File: config.mk
export PLATFORM = sky130hd
export DESIGN_NAME = hs_tracker
export DESIGN_NICKNAME = d
export VERILOG_FILES = /design/src/rtl/hs_trk_pkg.sv /design/src/rtl/word_mask_tracker.sv /design/src/rtl/hs_start_gate.sv /design/src/rtl/hs_out_ctrl.sv /design/src/rtl/hs_tracker.sv
export SDC_FILE = /design/constraint.sdc
export NUM_CORES = 1
export LEC_CHECK = 0
export BUFFER_PORTS_ARGS = -buffer_cell sky130_fd_sc_hd__buf_2
export CAP_MARGIN = 10
export CORE_MARGIN = 2
export CORE_UTILIZATION = 52
export DETAILED_ROUTE_END_ITERATION = 16
export HOLD_SLACK_MARGIN = 0.08
export PLACE_DENSITY = 0.88
export SYNTH_ARGS = -nofsm -noshare
export SYNTH_HDL_FRONTEND = slang
export SYNTH_HIERARCHICAL = 1
export SYNTH_SLANG_ARGS = --single-unit
File: constraint.sdc
create_clock -name clk -period 4.45 [get_ports clk]
set_clock_uncertainty 0.15 [all_clocks]
set_input_delay 0.445 -clock clk [delete_from_list [all_inputs] [get_ports clk]]
set_output_delay 0.445 -clock clk [all_outputs]
set_load 0.02 [all_outputs]
File: src/rtl/hs_trk_pkg.sv
package hs_trk_pkg;

    localparam int MODE_W = 3;

    typedef enum logic [MODE_W-1:0] {
        CM_ECB  = 3'd0,
        CM_CBC  = 3'd1,
        CM_CFB  = 3'd2,
        CM_OFB  = 3'd3,
        CM_CTR  = 3'd4,
        CM_NONE = 3'd5
    } chain_mode_e;

    // Gate terms that together permit an engine start
    typedef struct packed {
        logic data_full;
        logic iv_ok;
        logic mode_ok;
        logic trig_ok;
        logic idle;
    } start_gate_t;

    function automatic chain_mode_e decode_mode(logic [MODE_W-1:0] code);
        chain_mode_e m;
        case (code)
            3'd0:    m = CM_ECB;
            3'd1:    m = CM_CBC;
            3'd2:    m = CM_CFB;
            3'd3:    m = CM_OFB;
            3'd4:    m = CM_CTR;
            default: m = CM_NONE;
        endcase
        return m;
    endfunction

    function automatic logic mode_needs_iv(chain_mode_e m);
        return (m == CM_CBC) || (m == CM_CTR);
    endfunction

    function automatic logic gate_open(start_gate_t g);
        return g.data_full & g.iv_ok & g.mode_ok & g.trig_ok & g.idle;
    endfunction

endpackage

File: src/rtl/word_mask_tracker.sv
module word_mask_tracker #(
    parameter int WORDS = 4
) (
    input  logic             clk,
    input  logic             rst,
    input  logic             flush,
    input  logic             restart,
    input  logic [WORDS-1:0] strb,
    output logic [WORDS-1:0] seen,
    output logic             all_seen,
    output logic             any_seen,
    output logic             all_next
);
    logic [WORDS-1:0] merged;

    assign merged   = seen | strb;
    assign all_seen = &seen;
    assign any_seen = |seen;
    assign all_next = &merged;

    // flush drops same-cycle strobes; restart keeps them for the next set
    always_ff @(posedge clk) begin
        if (rst || flush) begin
            seen <= '0;
        end else if (restart) begin
            seen <= strb;
        end else begin
            seen <= merged;
        end
    end
endmodule

File: src/rtl/hs_start_gate.sv
module hs_start_gate
    import hs_trk_pkg::*;
(
    input  logic              clk,
    input  logic              rst,
    input  logic              ctrl_wr,
    input  logic              manual_mode,
    input  logic [MODE_W-1:0] mode_code,
    input  logic              start_trig,
    input  logic              in_full,
    input  logic              iv_full,
    input  logic              busy,
    output logic              start,
    output logic              trig_pend,
    output logic              needs_iv
);
    chain_mode_e mode;
    start_gate_t gate;
    logic        mode_ok;
    logic        trig_take;

    assign mode      = decode_mode(mode_code);
    assign mode_ok   = (mode != CM_NONE);
    assign needs_iv  = mode_needs_iv(mode);
    assign trig_take = start_trig & manual_mode & mode_ok;

    always_comb begin
        gate.data_full = in_full;
        gate.iv_ok     = ~needs_iv | iv_full;
        gate.mode_ok   = mode_ok;
        gate.trig_ok   = ~manual_mode | trig_pend;
        gate.idle      = ~busy;
    end

    assign start = gate_open(gate) & ~ctrl_wr;

    always_ff @(posedge clk) begin
        if (rst || ctrl_wr) begin
            trig_pend <= 1'b0;
        end else if (trig_take) begin
            trig_pend <= 1'b1;
        end else if (start) begin
            trig_pend <= 1'b0;
        end
    end
endmodule

File: src/rtl/hs_out_ctrl.sv
module hs_out_ctrl (
    input  logic clk,
    input  logic rst,
    input  logic ctrl_wr,
    input  logic manual_mode,
    input  logic start,
    input  logic eng_last,
    input  logic rd_done,
    output logic busy,
    output logic accept,
    output logic out_valid,
    output logic stall,
    output logic lost
);
    assign stall  = busy & eng_last & ~manual_mode & out_valid;
    assign accept = busy & eng_last & ~stall & ~ctrl_wr;

    always_ff @(posedge clk) begin
        if (rst || ctrl_wr) begin
            busy <= 1'b0;
        end else if (start) begin
            busy <= 1'b1;
        end else if (accept) begin
            busy <= 1'b0;
        end
    end

    always_ff @(posedge clk) begin
        if (rst || ctrl_wr) begin
            out_valid <= 1'b0;
        end else if (accept) begin
            out_valid <= 1'b1;
        end else if (out_valid && rd_done) begin
            out_valid <= 1'b0;
        end
    end

    always_ff @(posedge clk) begin
        if (rst || ctrl_wr) begin
            lost <= 1'b0;
        end else if (accept && manual_mode && out_valid && !rd_done) begin
            lost <= 1'b1;
        end
    end
endmodule

File: src/rtl/hs_tracker.sv
module hs_tracker
    import hs_trk_pkg::*;
#(
    parameter int WORDS = 4
) (
    input  logic              clk,
    input  logic              rst,
    input  logic              manual_mode,
    input  logic [MODE_W-1:0] mode_code,
    input  logic              ctrl_wr,
    input  logic              start_trig,
    input  logic [WORDS-1:0]  in_wr,
    input  logic [WORDS-1:0]  iv_wr,
    input  logic [WORDS-1:0]  out_rd,
    input  logic              eng_last,
    output logic              engine_start,
    output logic              input_ready,
    output logic              output_valid,
    output logic              stall,
    output logic              output_lost
);
    logic             in_all, in_any, in_all_nx;
    logic             iv_all, iv_any, iv_all_nx;
    logic             out_all, out_any, rd_done;
    logic [WORDS-1:0] in_seen, iv_seen, out_seen;
    logic [WORDS-1:0] rd_strb;
    logic             busy, accept, trig_pend, needs_iv;

    assign rd_strb = out_rd & {WORDS{output_valid & ~accept}};

    word_mask_tracker #(.WORDS(WORDS)) u_in_trk (
        .clk(clk), .rst(rst), .flush(ctrl_wr), .restart(engine_start),
        .strb(in_wr), .seen(in_seen), .all_seen(in_all),
        .any_seen(in_any), .all_next(in_all_nx)
    );

    word_mask_tracker #(.WORDS(WORDS)) u_iv_trk (
        .clk(clk), .rst(rst), .flush(ctrl_wr), .restart(1'b0),
        .strb(iv_wr), .seen(iv_seen), .all_seen(iv_all),
        .any_seen(iv_any), .all_next(iv_all_nx)
    );

    word_mask_tracker #(.WORDS(WORDS)) u_out_trk (
        .clk(clk), .rst(rst), .flush(ctrl_wr), .restart(accept),
        .strb(rd_strb), .seen(out_seen), .all_seen(out_all),
        .any_seen(out_any), .all_next(rd_done)
    );

    hs_start_gate u_gate (
        .clk(clk), .rst(rst), .ctrl_wr(ctrl_wr), .manual_mode(manual_mode),
        .mode_code(mode_code), .start_trig(start_trig), .in_full(in_all),
        .iv_full(iv_all), .busy(busy), .start(engine_start),
        .trig_pend(trig_pend), .needs_iv(needs_iv)
    );

    hs_out_ctrl u_out (
        .clk(clk), .rst(rst), .ctrl_wr(ctrl_wr), .manual_mode(manual_mode),
        .start(engine_start), .eng_last(eng_last), .rd_done(rd_done),
        .busy(busy), .accept(accept), .out_valid(output_valid),
        .stall(stall), .lost(output_lost)
    );

    assign input_ready = ~in_any;
endmodule

-- Word level (Yosys, flattened, before mapping)
Index checks and enable logic that the tools add are counted.
- equal/unequal tests: 7
- reductions and logical operators: 15
- muxes and demuxes: 9
- bitwise logic cells: 26
- operators with widths (operator ; number):
    $pmux W3 S5 ; 1
    $and A1 B1 Y1 ; 13
    $or A4 B4 Y4 ; 3
    $reduce_and A4 Y1 ; 3
    $mux W4 ; 2
    $not A1 Y1 ; 7
    $eq A3 B1 Y1 const B ; 2
    $eq A3 B2 Y1 const B ; 2
    $eq A3 B3 Y1 const B ; 2
    $mux W1 ; 6
    $reduce_bool A2 Y1 ; 3
    $and A4 B4 Y4 ; 1
    $logic_and A1 B1 Y1 ; 4
    $reduce_or A4 Y1 ; 1
    $logic_not A3 Y1 ; 1
    $ne A3 B3 Y1 const B ; 1
    $logic_or A1 B1 Y1 ; 2
    $or A1 B1 Y1 ; 2
    $logic_not A1 Y1 ; 1
- register bits: 16

-- Longest topological paths before layout
- word-level depth: 14
- mapped depth: 9
- mapped depth without buffers: 9

-- Cells and area by module
Netlist, hierarchy kept.
- modules (own cells, without submodules) (module ; cells an instance ; area each (um^2) ; times used):
    word_mask_tracker ; 22 ; 181.4 ; 3
    hs_out_ctrl ; 17 ; 138.9 ; 1
    hs_start_gate ; 15 ; 117.6 ; 1
    hs_tracker ; 6 ; 42.5 ; 1

-- Least setup slack after synthesis
Ideal clock, no wire load.
- kind: flip-flop to output port
- start: register u_in_trk.seen[3]
- end: output port engine_start
- slack: 2.218 ns
- data required time: 3.855 ns
- data arrival time: 1.637 ns
- stages on the path, launching flop included: 5
- path buffers: 0
- cell sequence: dfxtp_1 and4_2 or3b_1 a221o_1 a21oi_1
- cells in the longest elaborated chain, start to end: 6
- ends and longest elaborated chain (item ; line ; text):
    start: declaration ; word_mask_tracker.sv:9 ; output logic [WORDS-1:0] seen,
    start signal: assignment ; word_mask_tracker.sv:26 ; seen <= strb;
    start signal: assignment ; word_mask_tracker.sv:28 ; seen <= merged;
    $reduce_and A4 Y1 ; word_mask_tracker.sv:17 ; assign all_seen = &seen;
    net in_all ; hs_tracker.sv:22 ; logic in_all, in_any, in_all_nx;
    $and A1 B1 Y1 (4 in a row) ; hs_trk_pkg.sv:41 ; return g.data_full & g.iv_ok & g.mode_ok & g.trig_ok & g.idle;
    $and A1 B1 Y1 ; hs_start_gate.sv:35 ; assign start = gate_open(gate) & ~ctrl_wr;
    end: declaration ; hs_tracker.sv:16 ; output logic engine_start,
The timed path passes the listed nets, and every way through them passes these cells.

-- Final worst setup path
- start: register u_in_trk.seen[0]
- end: output port engine_start
The elaborated chain is that of the path after synthesis.

==> run_results.csv <==
group,metric,value,unit
detailed_routing,met1Wirelength,671,um
final_layout,nNetsFinal,148,
setup_path,cp.required,3860,ps
setup_path,startpoint_type,"flop",
setup_path,cp.arrival,2120,ps
clock_network,post_cts_resize_count,0,
die,core,1350,um^2
clock_network,cts-root-buf,"clkbuf_4",
detailed_routing,route.detailed.drc,0,
placed_design,globalplace.congestion,0.8528,
global_route,grt_overflow_total,0,
sta,rsz0062_at_grt,"no",
power_and_ir_drop,p_leak,0.4300,nW
power_and_ir_drop,powerDensity,274.9,nW/um^2
final_layout,stdcell_count,141,
sta,setup_viol,0,
final_layout,design_area,973.4,um^2
detailed_routing,wl_met3,69,um
setup_path,reg2reg_from,"u_in_trk/seen[0]",
power_and_ir_drop,pwr-share-clk,0.341,
detailed_routing,drtPass1Iterations,3,
sta,fmax,369.0,MHz
die,die-area,1830,um^2
setup_path,startpoint,"u_in_trk/seen[0]",
setup_path,path_class,"reg2out",
clock_network,postCtsHoldBufs,0,
final_layout,drive_gt1_frac,0.2540,
die,row_count,13,
detailed_routing,drtAntennaViolNets,0,
yosys,syn_area,782.0,um^2
sta,period_share,0.6090,
clock_network,clk_pin_slew,90,ps
sta,min_period,2710,ps
job,max_cap_viol_count,0,
power_and_ir_drop,power.internal,0.2102,mW
min_path,hold_class,"in2reg",
clock_network,clock_latency,280,ps
die,fp.dieW,42.78,um
die,die_h,42.78,um
sta,maxSlewViolCount,0,
power_and_ir_drop,vdd_drop_max,0.1781,mV
sta,finalSetupTns,0,ps
global_route,grt_usage,0.1844,
clock_network,cts_buffers,3,
setup_path,endpoint_kind,"primary output",
clock_network,tritoncts,"yes",
yosys,yosysWarnings,6,
detailed_routing,routed_wl,1545,um
power_and_ir_drop,switching_share,0.2145,
clock_network,htree_levels,1,
power_and_ir_drop,seqPwrFrac,0.557,
min_path,hp-start,"eng_last",
detailed_routing,routed_via_density,5.156,
setup_path,crit_fanout,7,
clock_network,post_cts_buffers,0,
detailed_routing,top_layer_used,"met4",
global_route,antenna_found_initial,0,
yosys,synth_cells,94,
run_status,status,"finished, final reports clean",
placed_design,numPortBuffers,25,
die,ios,26,
placed_design,dp_hpwl,1238,um
placed_design,dpl-instance-area,937.1,um^2
global_route,grt_pass1_wl,2622,um
clock_network,cts_num_sinks,16,
power_and_ir_drop,p_sw,0.05739,mW
detailed_routing,num_vias,727,
final_layout,fin_util,0.7210,
detailed_routing,routedWlPerCell,10.96,um
final_layout,antennaDiodeCount,0,
detailed_routing,drt_iter0_drc,21,
final_layout,syn2layout_area_growth,24.48,%
die,initial_utilization,0.5792,
sta,hold_viol_final,0,
placed_design,placedCellCount,137,
global_route,grt_max_degree,10,
yosys,avgSynthCellArea,8.319,um^2
clock_network,clk_path_buf_depth,2,
global_route,grt_pass1_vias,679,
power_and_ir_drop,p_comb_frac,0.102,
detailed_routing,wl_met2,787,um
per-stage QoR:
stage / total power, mW / hold slack, ps / setup slack, ps
after floorplan: 0.1644 / 296.1 / 2240
after detailed placement: 0.1792 / 316.3 / 2054
final: 0.2676 / 227.6 / 1740
after global placement: 0.1781 / 307.1 / 2122
after CTS: 0.2713 / 218.3 / 1776
after global routing: 0.2798 / 221.4 / 1661
worst paths after layout:
kind	to	slack, ps	depth (start not counted)
worst min register to register	u_out_trk/seen[0]	330	2
worst min-delay path	u_out/busy	230	2
worst max register to register	u_in_trk/seen[0]	2360	6
worst max-delay path	engine_start	1740	5
power by group through the flow:
stage	combinational, mW	clock [mW]	sequential [mW]
5_1_grt	0.0304	0.0999	0.149
2_1_floorplan	0.0129	0	0.152
6_report	0.0272	0.0914	0.149
4_1_cts	0.0272	0.0952	0.149
3_3_place_gp	0.0261	0	0.152
3_5_place_dp	0.0270	0	0.152
final cells by class:
type / count / area, um^2
inverter: 16 / 60.06
fill: 121 / 376.6
sequential: 16 / 320.3
clock buffer: 4 / 36.28
multi-input combinational: 65 / 412.9
timing repair buffer: 25 / 125.1
tap: 15 / 18.77
critical path, stage by stage (launching register included):
cell and delay [ps]:
dfxtp_1 360, and4_2 220, or3b_1 370, a221o_1 260, a21oi_1 360, buf_2 250
registers in the layout, summed over array words and instances (netlist names):
name	count
u_iv_trk/seen	4
u_out_trk/seen	4
u_out/out_valid	1
u_in_trk/seen	4
u_out/lost	1
u_gate/trig_pend	1
u_out/busy	1
layer usage:
layer / global-route usage / vias up
met5: 0 / -
met4: 0.1063 / 0
met3: 0.02979 / 2
met2: 0.3212 / 16
met1: 0.2083 / 330
li1: - / 379
layout by cell type, fill, tap and decap left out, types with 2 or more instances in the layout:
cell and instances:
buf_2 25, clkbuf_4 3, nor2_1 4, and4_2 2
a21oi_1 13, or2b_1 3, nand3_1 2, conb_1 4
and3b_1 4, or3b_1 2, o22ai_1 2, o21ai_0 2
nand2b_1 12, or2_1 3, dfxtp_1 16, inv_1 16
No activity file was read; power rests on OpenSTA's default activity.
